## src/rtl/sdma_pkg.sv

```systemverilog
package sdma_pkg;
  // control word bit positions
  localparam int unsigned CB_RX_A   = 0;
  localparam int unsigned CB_RX_B   = 1;
  localparam int unsigned CB_TX_A   = 2;
  localparam int unsigned CB_TX_B   = 3;
  localparam int unsigned CB_RX_RST = 4;
  localparam int unsigned CB_TX_RST = 5;
  localparam int unsigned CW        = 6;
  localparam int unsigned RW        = 32;
  localparam logic BUF_A = 1'b0;
  localparam logic BUF_B = 1'b1;
endpackage

```

## src/rtl/sdma_seq.sv

```systemverilog
module sdma_seq #(
  parameter int unsigned AW = 16
) (
  input  logic          clk_i,
  input  logic          rst_ni,
  input  logic          soft_rst_i,
  input  logic [1:0]    arm_i,
  input  logic [AW-1:0] beg_a_i,
  input  logic [AW-1:0] end_a_i,
  input  logic [AW-1:0] beg_b_i,
  input  logic [AW-1:0] end_b_i,
  input  logic          beat_i,
  output logic          act_o,
  output logic [AW-1:0] ptr_o,
  output logic [1:0]    armed_o,
  output logic [1:0]    done_o
);
  import sdma_pkg::*;

  logic          act_q, cur_q;
  logic [AW-1:0] ptr_q, end_q;
  logic [1:0]    armed_q, done_q;
  logic [1:0]    armed_set, armed_clr, armed_nxt;
  logic          last, other, pick;

  assign armed_set = arm_i & ~armed_q;  // arming a live buffer is ignored
  assign last      = act_q && beat_i && (ptr_q == end_q);
  assign armed_clr = last ? (cur_q == BUF_A ? 2'b01 : 2'b10) : 2'b00;
  assign armed_nxt = (armed_q & ~armed_clr) | armed_set;
  assign other     = ~cur_q;
  assign pick      = armed_q[0] ? BUF_A : BUF_B;  // A wins

  function automatic logic [AW-1:0] beg_of(input logic b);
    return (b == BUF_A) ? beg_a_i : beg_b_i;
  endfunction
  function automatic logic [AW-1:0] end_of(input logic b);
    return (b == BUF_A) ? end_a_i : end_b_i;
  endfunction

  always_ff @(posedge clk_i or negedge rst_ni) begin
    if (!rst_ni) begin
      act_q   <= 1'b0;
      cur_q   <= BUF_A;
      ptr_q   <= '0;
      end_q   <= '0;
      armed_q <= '0;
      done_q  <= '0;
    end else if (soft_rst_i) begin
      act_q   <= 1'b0;
      cur_q   <= BUF_A;
      ptr_q   <= '0;
      end_q   <= '0;
      armed_q <= '0;
      done_q  <= '0;
    end else begin
      armed_q <= armed_nxt;
      done_q  <= armed_clr;
      if (act_q) begin
        if (last) begin
          if (armed_nxt[other]) begin
            cur_q <= other;
            ptr_q <= beg_of(other);
            end_q <= end_of(other);
          end else begin
            act_q <= 1'b0;
          end
        end else if (beat_i) begin
          ptr_q <= ptr_q + 1'b1;
        end
      end else if (|armed_q) begin
        act_q <= 1'b1;
        cur_q <= pick;
        ptr_q <= beg_of(pick);
        end_q <= end_of(pick);
      end
    end
  end

  assign act_o   = act_q;
  assign ptr_o   = ptr_q;
  assign armed_o = armed_q;
  assign done_o  = done_q;
endmodule

```

## src/rtl/sdma_tx_path.sv

```systemverilog
module sdma_tx_path #(
  parameter int unsigned DW = 8
) (
  input  logic          clk_i,
  input  logic          rst_ni,
  input  logic          flush_i,
  input  logic          act_i,
  output logic          req_o,
  input  logic          gnt_i,
  input  logic [DW-1:0] rdata_i,
  output logic          beat_o,
  output logic          valid_o,
  output logic [DW-1:0] data_o,
  input  logic          ready_i
);
  logic          hold_v_q;
  logic [DW-1:0] hold_d_q;

  assign req_o  = act_i && !hold_v_q;
  assign beat_o = req_o && gnt_i;

  always_ff @(posedge clk_i or negedge rst_ni) begin
    if (!rst_ni) begin
      hold_v_q <= 1'b0;
      hold_d_q <= '0;
    end else if (flush_i) begin
      hold_v_q <= 1'b0;
    end else if (beat_o) begin
      hold_v_q <= 1'b1;
      hold_d_q <= rdata_i;
    end else if (hold_v_q && ready_i) begin
      hold_v_q <= 1'b0;
    end
  end

  assign valid_o = hold_v_q;
  assign data_o  = hold_d_q;
endmodule

```

## src/rtl/sdma_rx_path.sv

```systemverilog
module sdma_rx_path #(
  parameter int unsigned DW = 8
) (
  input  logic          clk_i,
  input  logic          rst_ni,
  input  logic          flush_i,
  input  logic          act_i,
  output logic          req_o,
  input  logic          gnt_i,
  output logic [DW-1:0] wdata_o,
  output logic          beat_o,
  input  logic          valid_i,
  input  logic [DW-1:0] data_i,
  output logic          ready_o
);
  logic          hold_v_q;
  logic [DW-1:0] hold_d_q;

  assign ready_o = act_i && !hold_v_q;
  assign req_o   = hold_v_q;
  assign beat_o  = req_o && gnt_i;

  always_ff @(posedge clk_i or negedge rst_ni) begin
    if (!rst_ni) begin
      hold_v_q <= 1'b0;
      hold_d_q <= '0;
    end else if (flush_i) begin
      hold_v_q <= 1'b0;
    end else if (valid_i && ready_o) begin
      hold_v_q <= 1'b1;
      hold_d_q <= data_i;
    end else if (beat_o) begin
      hold_v_q <= 1'b0;
    end
  end

  assign wdata_o = hold_d_q;
endmodule

```

## src/rtl/sdma_mem_arb.sv

```systemverilog
module sdma_mem_arb #(
  parameter int unsigned AW = 16,
  parameter int unsigned DW = 8
) (
  input  logic          rx_req_i,
  input  logic [AW-1:0] rx_addr_i,
  input  logic [DW-1:0] rx_wdata_i,
  output logic          rx_gnt_o,
  input  logic          tx_req_i,
  input  logic [AW-1:0] tx_addr_i,
  output logic          tx_gnt_o,
  output logic          mem_req_o,
  output logic          mem_we_o,
  output logic [AW-1:0] mem_addr_o,
  output logic [DW-1:0] mem_wdata_o,
  input  logic          mem_gnt_i
);
  // receive first: the line cannot be paused, transmit can
  assign mem_req_o   = rx_req_i || tx_req_i;
  assign mem_we_o    = rx_req_i;
  assign mem_addr_o  = rx_req_i ? rx_addr_i : tx_addr_i;
  assign mem_wdata_o = rx_wdata_i;
  assign rx_gnt_o    = mem_gnt_i && rx_req_i;
  assign tx_gnt_o    = mem_gnt_i && tx_req_i && !rx_req_i;
endmodule

```

## src/rtl/serial_dma_ctrl.sv

```systemverilog
module serial_dma_ctrl #(
  parameter int unsigned AW = 16,
  parameter int unsigned DW = 8
) (
  input  logic          clk_i,
  input  logic          rst_ni,
  input  logic          ctrl_we_i,
  input  logic [5:0]    ctrl_wdata_i,
  output logic [31:0]   ctrl_rdata_o,
  input  logic [AW-1:0] tx_a_beg_i,
  input  logic [AW-1:0] tx_a_end_i,
  input  logic [AW-1:0] tx_b_beg_i,
  input  logic [AW-1:0] tx_b_end_i,
  input  logic [AW-1:0] rx_a_beg_i,
  input  logic [AW-1:0] rx_a_end_i,
  input  logic [AW-1:0] rx_b_beg_i,
  input  logic [AW-1:0] rx_b_end_i,
  output logic          mem_req_o,
  output logic          mem_we_o,
  output logic [AW-1:0] mem_addr_o,
  output logic [DW-1:0] mem_wdata_o,
  input  logic          mem_gnt_i,
  input  logic [DW-1:0] mem_rdata_i,
  output logic          tx_valid_o,
  output logic [DW-1:0] tx_data_o,
  input  logic          tx_ready_i,
  input  logic          rx_valid_i,
  input  logic [DW-1:0] rx_data_i,
  output logic          rx_ready_o,
  output logic [1:0]    tx_done_o,
  output logic [1:0]    rx_done_o
);
  import sdma_pkg::*;

  localparam int unsigned PADW = RW - 4;

  logic          tx_rst, rx_rst;
  logic [1:0]    tx_arm, rx_arm, tx_armed, rx_armed;
  logic          tx_act, rx_act, tx_req, rx_req, tx_gnt, rx_gnt, tx_beat, rx_beat;
  logic [AW-1:0] tx_ptr, rx_ptr;
  logic [DW-1:0] rx_wdata;

  assign tx_rst = ctrl_we_i && ctrl_wdata_i[CB_TX_RST];
  assign rx_rst = ctrl_we_i && ctrl_wdata_i[CB_RX_RST];
  assign tx_arm = ctrl_we_i ? {ctrl_wdata_i[CB_TX_B], ctrl_wdata_i[CB_TX_A]} : 2'b00;
  assign rx_arm = ctrl_we_i ? {ctrl_wdata_i[CB_RX_B], ctrl_wdata_i[CB_RX_A]} : 2'b00;

  assign ctrl_rdata_o = {{PADW{1'b0}}, tx_armed, rx_armed};

  sdma_seq #(.AW(AW)) i_tx_seq (
    .clk_i, .rst_ni, .soft_rst_i(tx_rst), .arm_i(tx_arm),
    .beg_a_i(tx_a_beg_i), .end_a_i(tx_a_end_i), .beg_b_i(tx_b_beg_i), .end_b_i(tx_b_end_i),
    .beat_i(tx_beat), .act_o(tx_act), .ptr_o(tx_ptr), .armed_o(tx_armed), .done_o(tx_done_o)
  );

  sdma_seq #(.AW(AW)) i_rx_seq (
    .clk_i, .rst_ni, .soft_rst_i(rx_rst), .arm_i(rx_arm),
    .beg_a_i(rx_a_beg_i), .end_a_i(rx_a_end_i), .beg_b_i(rx_b_beg_i), .end_b_i(rx_b_end_i),
    .beat_i(rx_beat), .act_o(rx_act), .ptr_o(rx_ptr), .armed_o(rx_armed), .done_o(rx_done_o)
  );

  sdma_tx_path #(.DW(DW)) i_tx_path (
    .clk_i, .rst_ni, .flush_i(tx_rst), .act_i(tx_act),
    .req_o(tx_req), .gnt_i(tx_gnt), .rdata_i(mem_rdata_i), .beat_o(tx_beat),
    .valid_o(tx_valid_o), .data_o(tx_data_o), .ready_i(tx_ready_i)
  );

  sdma_rx_path #(.DW(DW)) i_rx_path (
    .clk_i, .rst_ni, .flush_i(rx_rst), .act_i(rx_act),
    .req_o(rx_req), .gnt_i(rx_gnt), .wdata_o(rx_wdata), .beat_o(rx_beat),
    .valid_i(rx_valid_i), .data_i(rx_data_i), .ready_o(rx_ready_o)
  );

  sdma_mem_arb #(.AW(AW), .DW(DW)) i_arb (
    .rx_req_i(rx_req), .rx_addr_i(rx_ptr), .rx_wdata_i(rx_wdata), .rx_gnt_o(rx_gnt),
    .tx_req_i(tx_req), .tx_addr_i(tx_ptr), .tx_gnt_o(tx_gnt),
    .mem_req_o, .mem_we_o, .mem_addr_o, .mem_wdata_o, .mem_gnt_i
  );
endmodule

```

## config.mk

```make
export PLATFORM = sky130hd
export DESIGN_NAME = serial_dma_ctrl
export DESIGN_NICKNAME = d
export VERILOG_FILES = /design/src/rtl/sdma_pkg.sv /design/src/rtl/sdma_seq.sv /design/src/rtl/sdma_tx_path.sv /design/src/rtl/sdma_rx_path.sv /design/src/rtl/sdma_mem_arb.sv /design/src/rtl/serial_dma_ctrl.sv
export SDC_FILE = /design/constraint.sdc
export NUM_CORES = 1
export LEC_CHECK = 0
export BUFFER_PORTS_ARGS = -buffer_cell sky130_fd_sc_hd__buf_4
export CORE_ASPECT_RATIO = 0.7
export CORE_UTILIZATION = 55
export DETAILED_ROUTE_END_ITERATION = 7
export GPL_ROUTABILITY_DRIVEN = 0
export PLACE_DENSITY = 0.93
export SKIP_LAST_GASP = 1
export SLEW_MARGIN = 15
export SYNTH_ARGS = -nofsm -noshare
export SYNTH_HDL_FRONTEND = slang
export SYNTH_HIERARCHICAL = 1
export SYNTH_SLANG_ARGS = --single-unit
```

## constraint.sdc

```tcl
create_clock -name clk_i -period 5.4 [get_ports clk_i]
set_input_delay 0 -clock clk_i [delete_from_list [all_inputs] [get_ports clk_i]]
set_output_delay 0 -clock clk_i [all_outputs]
set_load 0.01 [all_outputs]
```

==> Yosys cells after proc, flatten, opt, wreduce, memory -nomap -nowiden <==
Cells that the tools add are included.
{ "word_totals": {"inputBits": 156, "out_inout_bits": 72, "regBits": 94, "elab_cells": 147} }
{ "op_classes": {"addsub": 2, "n_bitwise": 14, "n_eq_ne": 10, "n_lt_le_gt_ge": 2, "n_mux": 73, "n_reduce_logical": 30} }
{ "op_table": {"columns": ["operator", "n"], "rows": [
  ["two-way mux 16 bit", 31],
  ["adder 16 x 1 -> 16 bit, second input constant", 2],
  ["== test 16 bit", 2],
  ["two-way mux 1 bit", 32],
  ["two-way mux 2 bit", 10],
  ["logical AND 1 bit", 15],
  ["inequality test 3 x 2 -> 1 bit, second input constant", 4],
  ["AND reduction 3 bit", 4],
  ["nonzero test 3 bit", 4],
  ["bitwise AND 2 bit", 4],
  ["inequality test 4 x 2 -> 1 bit, second input constant", 2],
  ["inequality test 4 x 3 -> 1 bit, second input constant", 2],
  ["NOT 2 bit", 4],
  ["< comparator 1 x 2 -> 1 bit, second input constant", 2],
  ["NOT 1 bit", 4],
  ["bitwise OR 2 bit", 2],
  ["AND reduction 2 bit", 2],
  ["OR reduction 2 bit", 2],
  ["zero test 1 bit", 2],
  ["logical OR 1 bit", 1]
]} }

==> Depth between registers and ports, before layout <==
{ "logic_depth": {"ltp_word": 17, "depth_mapped": 12} }

==> Hierarchy <==
Netlist, hierarchy kept.
{ "modules_own_cells": {"columns": ["module", "area_per_inst_um2", "cells_each", "instances"], "rows": [
  ["sdma_seq at i_tx_seq", 3219.3, 347, 1],
  ["sdma_seq at i_rx_seq", 2934.1, 299, 1],
  ["sdma_rx_path", 405.4, 24, 1],
  ["sdma_tx_path", 400.4, 24, 1],
  ["sdma_mem_arb", 329.1, 30, 1],
  ["serial_dma_ctrl", 251.5, 35, 1]
]} }

==> Worst setup path after synthesis <==
No wires, ideal clock.
{ "synth_timing": {"kind": "reg2reg", "start": "register i_rx_path.hold_v_q (netlist: i_rx_path/req_o)", "end": "register i_tx_seq.ptr_q[4] (netlist: i_tx_seq/ptr_o[4])", "setup_ps": 64, "slack_ps": 3197, "arrival_time_ps": 2139, "stages_incl_launch_ff": 12, "synth_period_minus_slack_ps": 2203, "cell_sequence": "dfrtp_1 > buf_6 > buf_12 > and3b_2 > nand3b_1 > inv_1 > and3b_1 > clkbuf_1 > nand3_1 > nor3_1 > a41o_1 > a211o_1"} }
{ "synth_via": {"elab_chain_len": 13, "word_cells_on_any_way": 17, "classes_between": "eq/ne: 2; mux: 6; bitwise: 3; reduce/logical: 6"} }
{ "synth_lines": {"columns": ["element", "line", "text"], "rows": [
  ["start, declared", "sdma_rx_path.sv:16", "logic hold_v_q;"],
  ["start signal, assigned", "sdma_rx_path.sv:25", "hold_v_q <= 1'b0;"],
  ["start signal, assigned", "sdma_rx_path.sv:28", "hold_v_q <= 1'b0;"],
  ["start signal, assigned", "sdma_rx_path.sv:30", "hold_v_q <= 1'b1;"],
  ["zero test 1 bit (*)", "sdma_mem_arb.sv:24", "assign tx_gnt_o = mem_gnt_i && tx_req_i && !rx_req_i;"],
  ["logical AND 1 bit (*)", "sdma_mem_arb.sv:24", null],
  ["named net tx_gnt", "serial_dma_ctrl.sv:39", "logic tx_act, rx_act, tx_req, rx_req, tx_gnt, rx_gnt, tx_beat, rx_beat;"],
  ["logical AND 1 bit (*)", "sdma_tx_path.sv:20", "assign beat_o = req_o && gnt_i;"],
  ["named net tx_beat", "serial_dma_ctrl.sv:39", null],
  ["logical AND 1 bit (2 in series)", "sdma_seq.sv:27", "assign last = act_q && beat_i && (ptr_q == end_q);"],
  ["two-way mux 2 bit", "sdma_seq.sv:28", "assign armed_clr = last ? (cur_q == BUF_A ? 2'b01 : 2'b10) : 2'b00;"],
  ["NOT 2 bit", "sdma_seq.sv:29", "assign armed_nxt = (armed_q & ~armed_clr) | armed_set;"],
  ["bitwise AND 2 bit", "sdma_seq.sv:29", null],
  ["bitwise OR 2 bit", "sdma_seq.sv:29", null],
  ["two-way mux 1 bit (not written as such) (2 in series)", "sdma_seq.sv:60", "if (armed_nxt[other]) begin"],
  ["inequality test 4 x 3 -> 1 bit (no line)", null, null],
  ["AND reduction 3 bit (no line)", null, null],
  ["end signal, assigned", "sdma_seq.sv:62", "ptr_q <= beg_of(other);"],
  ["end signal, assigned", "sdma_seq.sv:68", "ptr_q <= ptr_q + 1'b1;"],
  ["end signal, assigned", "sdma_seq.sv:73", "ptr_q <= beg_of(pick);"],
  ["end, declared", "sdma_seq.sv:21", "logic [AW-1:0] ptr_q, end_q;"]
]} }
Mark *: on every way through the listed nets, which the timed path passes. The rest lies on a longest branch. The select of a mux whose other input is x is not followed.
A chain may end at the register's enable or synchronous reset.

==> Final worst setup path <==
{ "layout_timing": {"start": "register i_rx_path.hold_v_q (netlist: i_rx_path/req_o)", "end": "register i_rx_seq.ptr_q[0] (netlist: i_rx_seq/ptr_o[0])"} }
{ "layout_via": {"elab_chain_len": 12, "word_cells_on_any_way": 16, "classes_between": "eq/ne: 2; mux: 6; bitwise: 3; reduce/logical: 5"} }
{ "layout_lines": {"columns": ["element", "line", "text"], "rows": [
  ["logical AND 1 bit (*)", "sdma_mem_arb.sv:23", "assign rx_gnt_o = mem_gnt_i && rx_req_i;"],
  ["named net rx_gnt", "serial_dma_ctrl.sv:39", null],
  ["logical AND 1 bit (*)", "sdma_rx_path.sv:21", "assign beat_o = req_o && gnt_i;"],
  ["named net rx_beat", "serial_dma_ctrl.sv:39", null],
  ["logical AND 1 bit (2 in series)", "sdma_seq.sv:27", null],
  ["two-way mux 2 bit", "sdma_seq.sv:28", null],
  ["NOT 2 bit", "sdma_seq.sv:29", null],
  ["bitwise AND 2 bit", "sdma_seq.sv:29", null],
  ["bitwise OR 2 bit", "sdma_seq.sv:29", null],
  ["two-way mux 1 bit (not written as such) (2 in series)", "sdma_seq.sv:60", null],
  ["inequality test 4 x 3 -> 1 bit (no line)", null, null],
  ["AND reduction 3 bit (no line)", null, null],
  ["end signal, assigned", "sdma_seq.sv:62", null],
  ["end signal, assigned", "sdma_seq.sv:68", null],
  ["end signal, assigned", "sdma_seq.sv:73", null],
  ["end, declared", "sdma_seq.sv:21", null]
]} }
Marks and branches as above.

==> qor.csv <==
stage,metric,value,unit
setup_path,slowest_delay,960,ps
grt,grt_max_degree,72,
floorplan,die_y,100,um
clocking,cts_buffers,9,
power,intPower,1.91,mW
setup_path,cp_slowest_cell,dfrtp_1,
setup_path,path_buf_inv,0,
routing,ant_nets,0,
synth,synth.distinct_cells,75,
setup_path,path_cells,and2_2 -> and2_2 -> nand4_2 -> nor3_2 -> nand3b_1 -> o221ai_1,
grt,grt_use_total,31.8,%
grt,grt_pass1_wl,35300,um
clocking,cts-hold-fix-buffers,23,
routing,drt_iter0_drc,603,
timing,skew,7.42,ps
placed_design,placed_cell_area,8740,um2
synth,yosysWarnings,6,
outcome,status,"finished, final reports clean",
routing,drt-pass1-iter-count,6,
layout,layout-drive-gt1-share,34.5,%
clocking,cts.clk_slew.worst_paths,70,ps
power,switching_share,37.7,%
setup_path,r2r_start,i_rx_path/req_o$_DFFE_PN0P_,
synth,synth_top_area_cell,dfrtp_1,
setup_path,endpoint,i_rx_seq/ptr_o[0]$_DFFE_PN0P_,
setup_path,path_delay_family,simple AND/OR/NAND/NOR gates,
clocking,clock_path_buffers,2,
layout,fin_cells,1116,
layout,final_cell_area,9300,um2
layout,num-fill-cells,971,
clocking,worstSkewPairLatency,350,ps
setup_path,cp-end-kind,register,
timing,tns,0,ps
layout,most-common-layout-cells,"buf_4 (206), dfrtp_1 (92), mux2i_1 (84)",
synth,synth_cells,759,
power,leakage,4.16,nW
clocking,clock-root-buffer,clkbuf_16,
synth,synth_area_leaders,"dfrtp_1 (31%), mux2i_1 (11%), mux2_4 (4.6%)",
placed_design,numPlacedInstances,1077,
power,peakVddDrop,0.183,mV
timing,slew_headroom,18.3,%
routing,dr_total_vias,6896,
run,cap_violations,0,
clocking,clock-sinks,94,
clocking,postCtsSetupRepairBufs,0,
routing,wire_per_inst,20.1,um
power,net-switching-power,1.15,mW
synth,synth-async-reset-ratio,100,%
power,combPwrFrac,40.2,%
power,power_frac_clock,22.2,%
layout,areaGrowthSynthToFinish,23.3,%
grt,first_global_vias,6796,
setup_path,cp-startpoint,i_rx_path/req_o$_DFFE_PN0P_,
synth,synth.cell_area,7540,um2
timing,slew_viol_final,0,
clocking,h-tree-depth,3,
synth,ys_seq_elements,94,
synth,synth.top_cell.area_share,31.2,%
routing,vias_per_cell,6.18,
layout,post-route-util,70.1,%
routing,drc,0,
grt,grt-ovfl-total,0,
worst_hold_path,hp-class,in -> reg,
grt,antenna_found_initial,0,
timing,setup_viol,0,
layout,nNetsFinal,1084,
setup_path,crit_cells,6,
setup_path,cp_data_arrival_time,3470,ps
floorplan,fp.dieW,142,um
floorplan,pin_count,228,
clocking,cts_tree,built,
setup_path,worst_path_most_repeated_cell,and2_2,
setup_path,start_kind,register,
timing,clock.fmax,305,MHz
layout,diodes,0,
routing,totalWireLength,22400,um
timing,rsz0062_at_grt,false,
floorplan,dieArea,14200,um2
synth,synth.avg_cell_area,9.93,um2
floorplan,start_util,56.8,%
synth,synth_ff_type,dfrtp_1,
setup_path,timing.reg2reg.setup_slack,2120,ps
floorplan,rows,35,
power,finalPower,3.06,mW
placed_design,dp.final_hpwl,16100,um
setup_path,cp_max_fo,25,
timing,timing.final.crit_share,60.7,%
setup_path,r2r_end,i_rx_seq/ptr_o[0]$_DFFE_PN0P_,
setup_path,rr_worst_depth,6,
timing,hold_viol_final,0,
timing,worst_pin_slew,1230,ps
clocking,post_cts_resized,0,
timing,layout_min_cycle_time,3280,ps
synth,synth_edf_count,0,
placed_design,io_buffers,199,
power,p_per_area,329,nW/um2
power,power_frac_seq,37.6,%
floorplan,design.core.area,13300,um2
setup_path,crit_type,reg -> reg,
synth,ys_seq_area_share,31.2,%
layout,layout_commonest_cell,buf_4,
setup_path,cp.required,5600,ps
==> flip-flops by register name, summed over array words and instances, names as in the netlist, 2 cells and up <==
name and flops:
i_tx_seq/done_o 2, i_rx_seq/end_q 16, i_rx_seq/done_o 2, i_rx_seq/ptr_o 16, i_tx_seq/armed_o 2, i_rx_seq/armed_o 2, i_tx_path/data_o 8, i_tx_seq/end_q 16
i_rx_path/wdata_o 8, i_tx_seq/ptr_o 16
==> logic make-up (layout without fill, tap and decap cells) <==
group	after synthesis	count (layout)	share of synthesized area (%)
simple gates	191	191	13.8
compound gates	166	166	18.6
mux	132	132	19.5
buf+inv	113	258	9.61
flops	94	94	31.2
xor+xnor	60	60	6.97
fa+ha+maj	2	2	0.332
other cells	1	28	0.0497
==> cell usage after synthesis, types with 4 or more instances <==
master and count:
buf_6 11, nand3b_1 4, a21oi_1 18, o21ai_1 12
buf_4 45, a211oi_2 26, a211oi_1 16, xnor2_1 35
nor2b_1 7, nor3_1 22, o221ai_1 11, o211ai_1 13
nand3_1 17, nand2_1 31, inv_1 13, nor2_1 54
mux2i_1 84, mux2_4 23, or3_1 4, xor2_1 25
mux2_2 25, a211o_1 6, clkbuf_1 16, and2_1 6
buf_2 24, a311oi_1 20, nand4_1 10, o21ai_0 13
dfrtp_1 94, nor4_1 7
==> worst min-delay path by stage <==
stage | slack [ps] | endpoint | depth (start not counted) | startpoint
3_3_place_gp | -90 | i_rx_path/wdata_o[7]$_DFFE_PN0P_ | 1 | rst_ni
4_1_cts | 1 | i_rx_seq/ptr_o[7]$_DFFE_PN0P_ | 3 | rx_b_beg_i[7]
2_1_floorplan | -300 | i_rx_path/req_o$_DFFE_PN0P_ | 0 | rst_ni
3_5_place_dp | -90 | i_rx_path/wdata_o[7]$_DFFE_PN0P_ | 1 | rst_ni
6_report | 4 | i_rx_seq/ptr_o[7]$_DFFE_PN0P_ | 3 | rx_b_beg_i[7]
5_1_grt | 7 | i_rx_seq/ptr_o[9]$_DFFE_PN0P_ | 3 | rx_b_beg_i[9]
==> power groups by stage <==
stage | sequential (mW) | combinational (mW) | clock [mW]
after floorplan | 1.02 | 0.920 | 0
after global placement | 1.13 | 1.16 | 0
after detailed placement | 1.14 | 1.19 | 0
after CTS | 1.13 | 1.21 | 0.686
after global routing | 1.17 | 1.32 | 0.714
final | 1.15 | 1.23 | 0.680
==> stage by stage <==
step	hold slack (ps)	setup slack [ps]
2_1_floorplan	-296	3200
3_3_place_gp	-91.8	2410
3_5_place_dp	-85.3	2240
4_1_cts	1.44	2240
5_1_grt	6.86	1920
6_report	4.31	2120
==> final cells by class <==
type / instances / area, um2 / area share [%]
Clock buffer: 10 / 239 / 2.57
Clock inverter: 6 / 75.1 / 0.807
Inverter: 13 / 48.8 / 0.525
Multi-Input combinational cell: 579 / 4570 / 49.2
Sequential cell: 94 / 2350 / 25.3
Tap cell: 185 / 231 / 2.49
Timing Repair Buffer: 229 / 1780 / 19.1
==> layer usage <==
metal | global-route usage, % | part of all wire, % | vias to the layer above | wire (um)
met3 | 7.30 | 10 | 56 | 2260
met4 | 10.3 | 2.5 | 0 | 558
li1 | - | - | 3073 | -
met1 | 42.3 | 42 | 3308 | 9390
met2 | 51.4 | 45 | 459 | 10200
met5 | 0 | 0 | - | 0
==> worst min-delay path, cell delays in order <==
cell and delay (ps):
buf_4 90, mux2i_1 60, o221ai_1 160
Note: power is estimated with default switching activity, not from simulation.
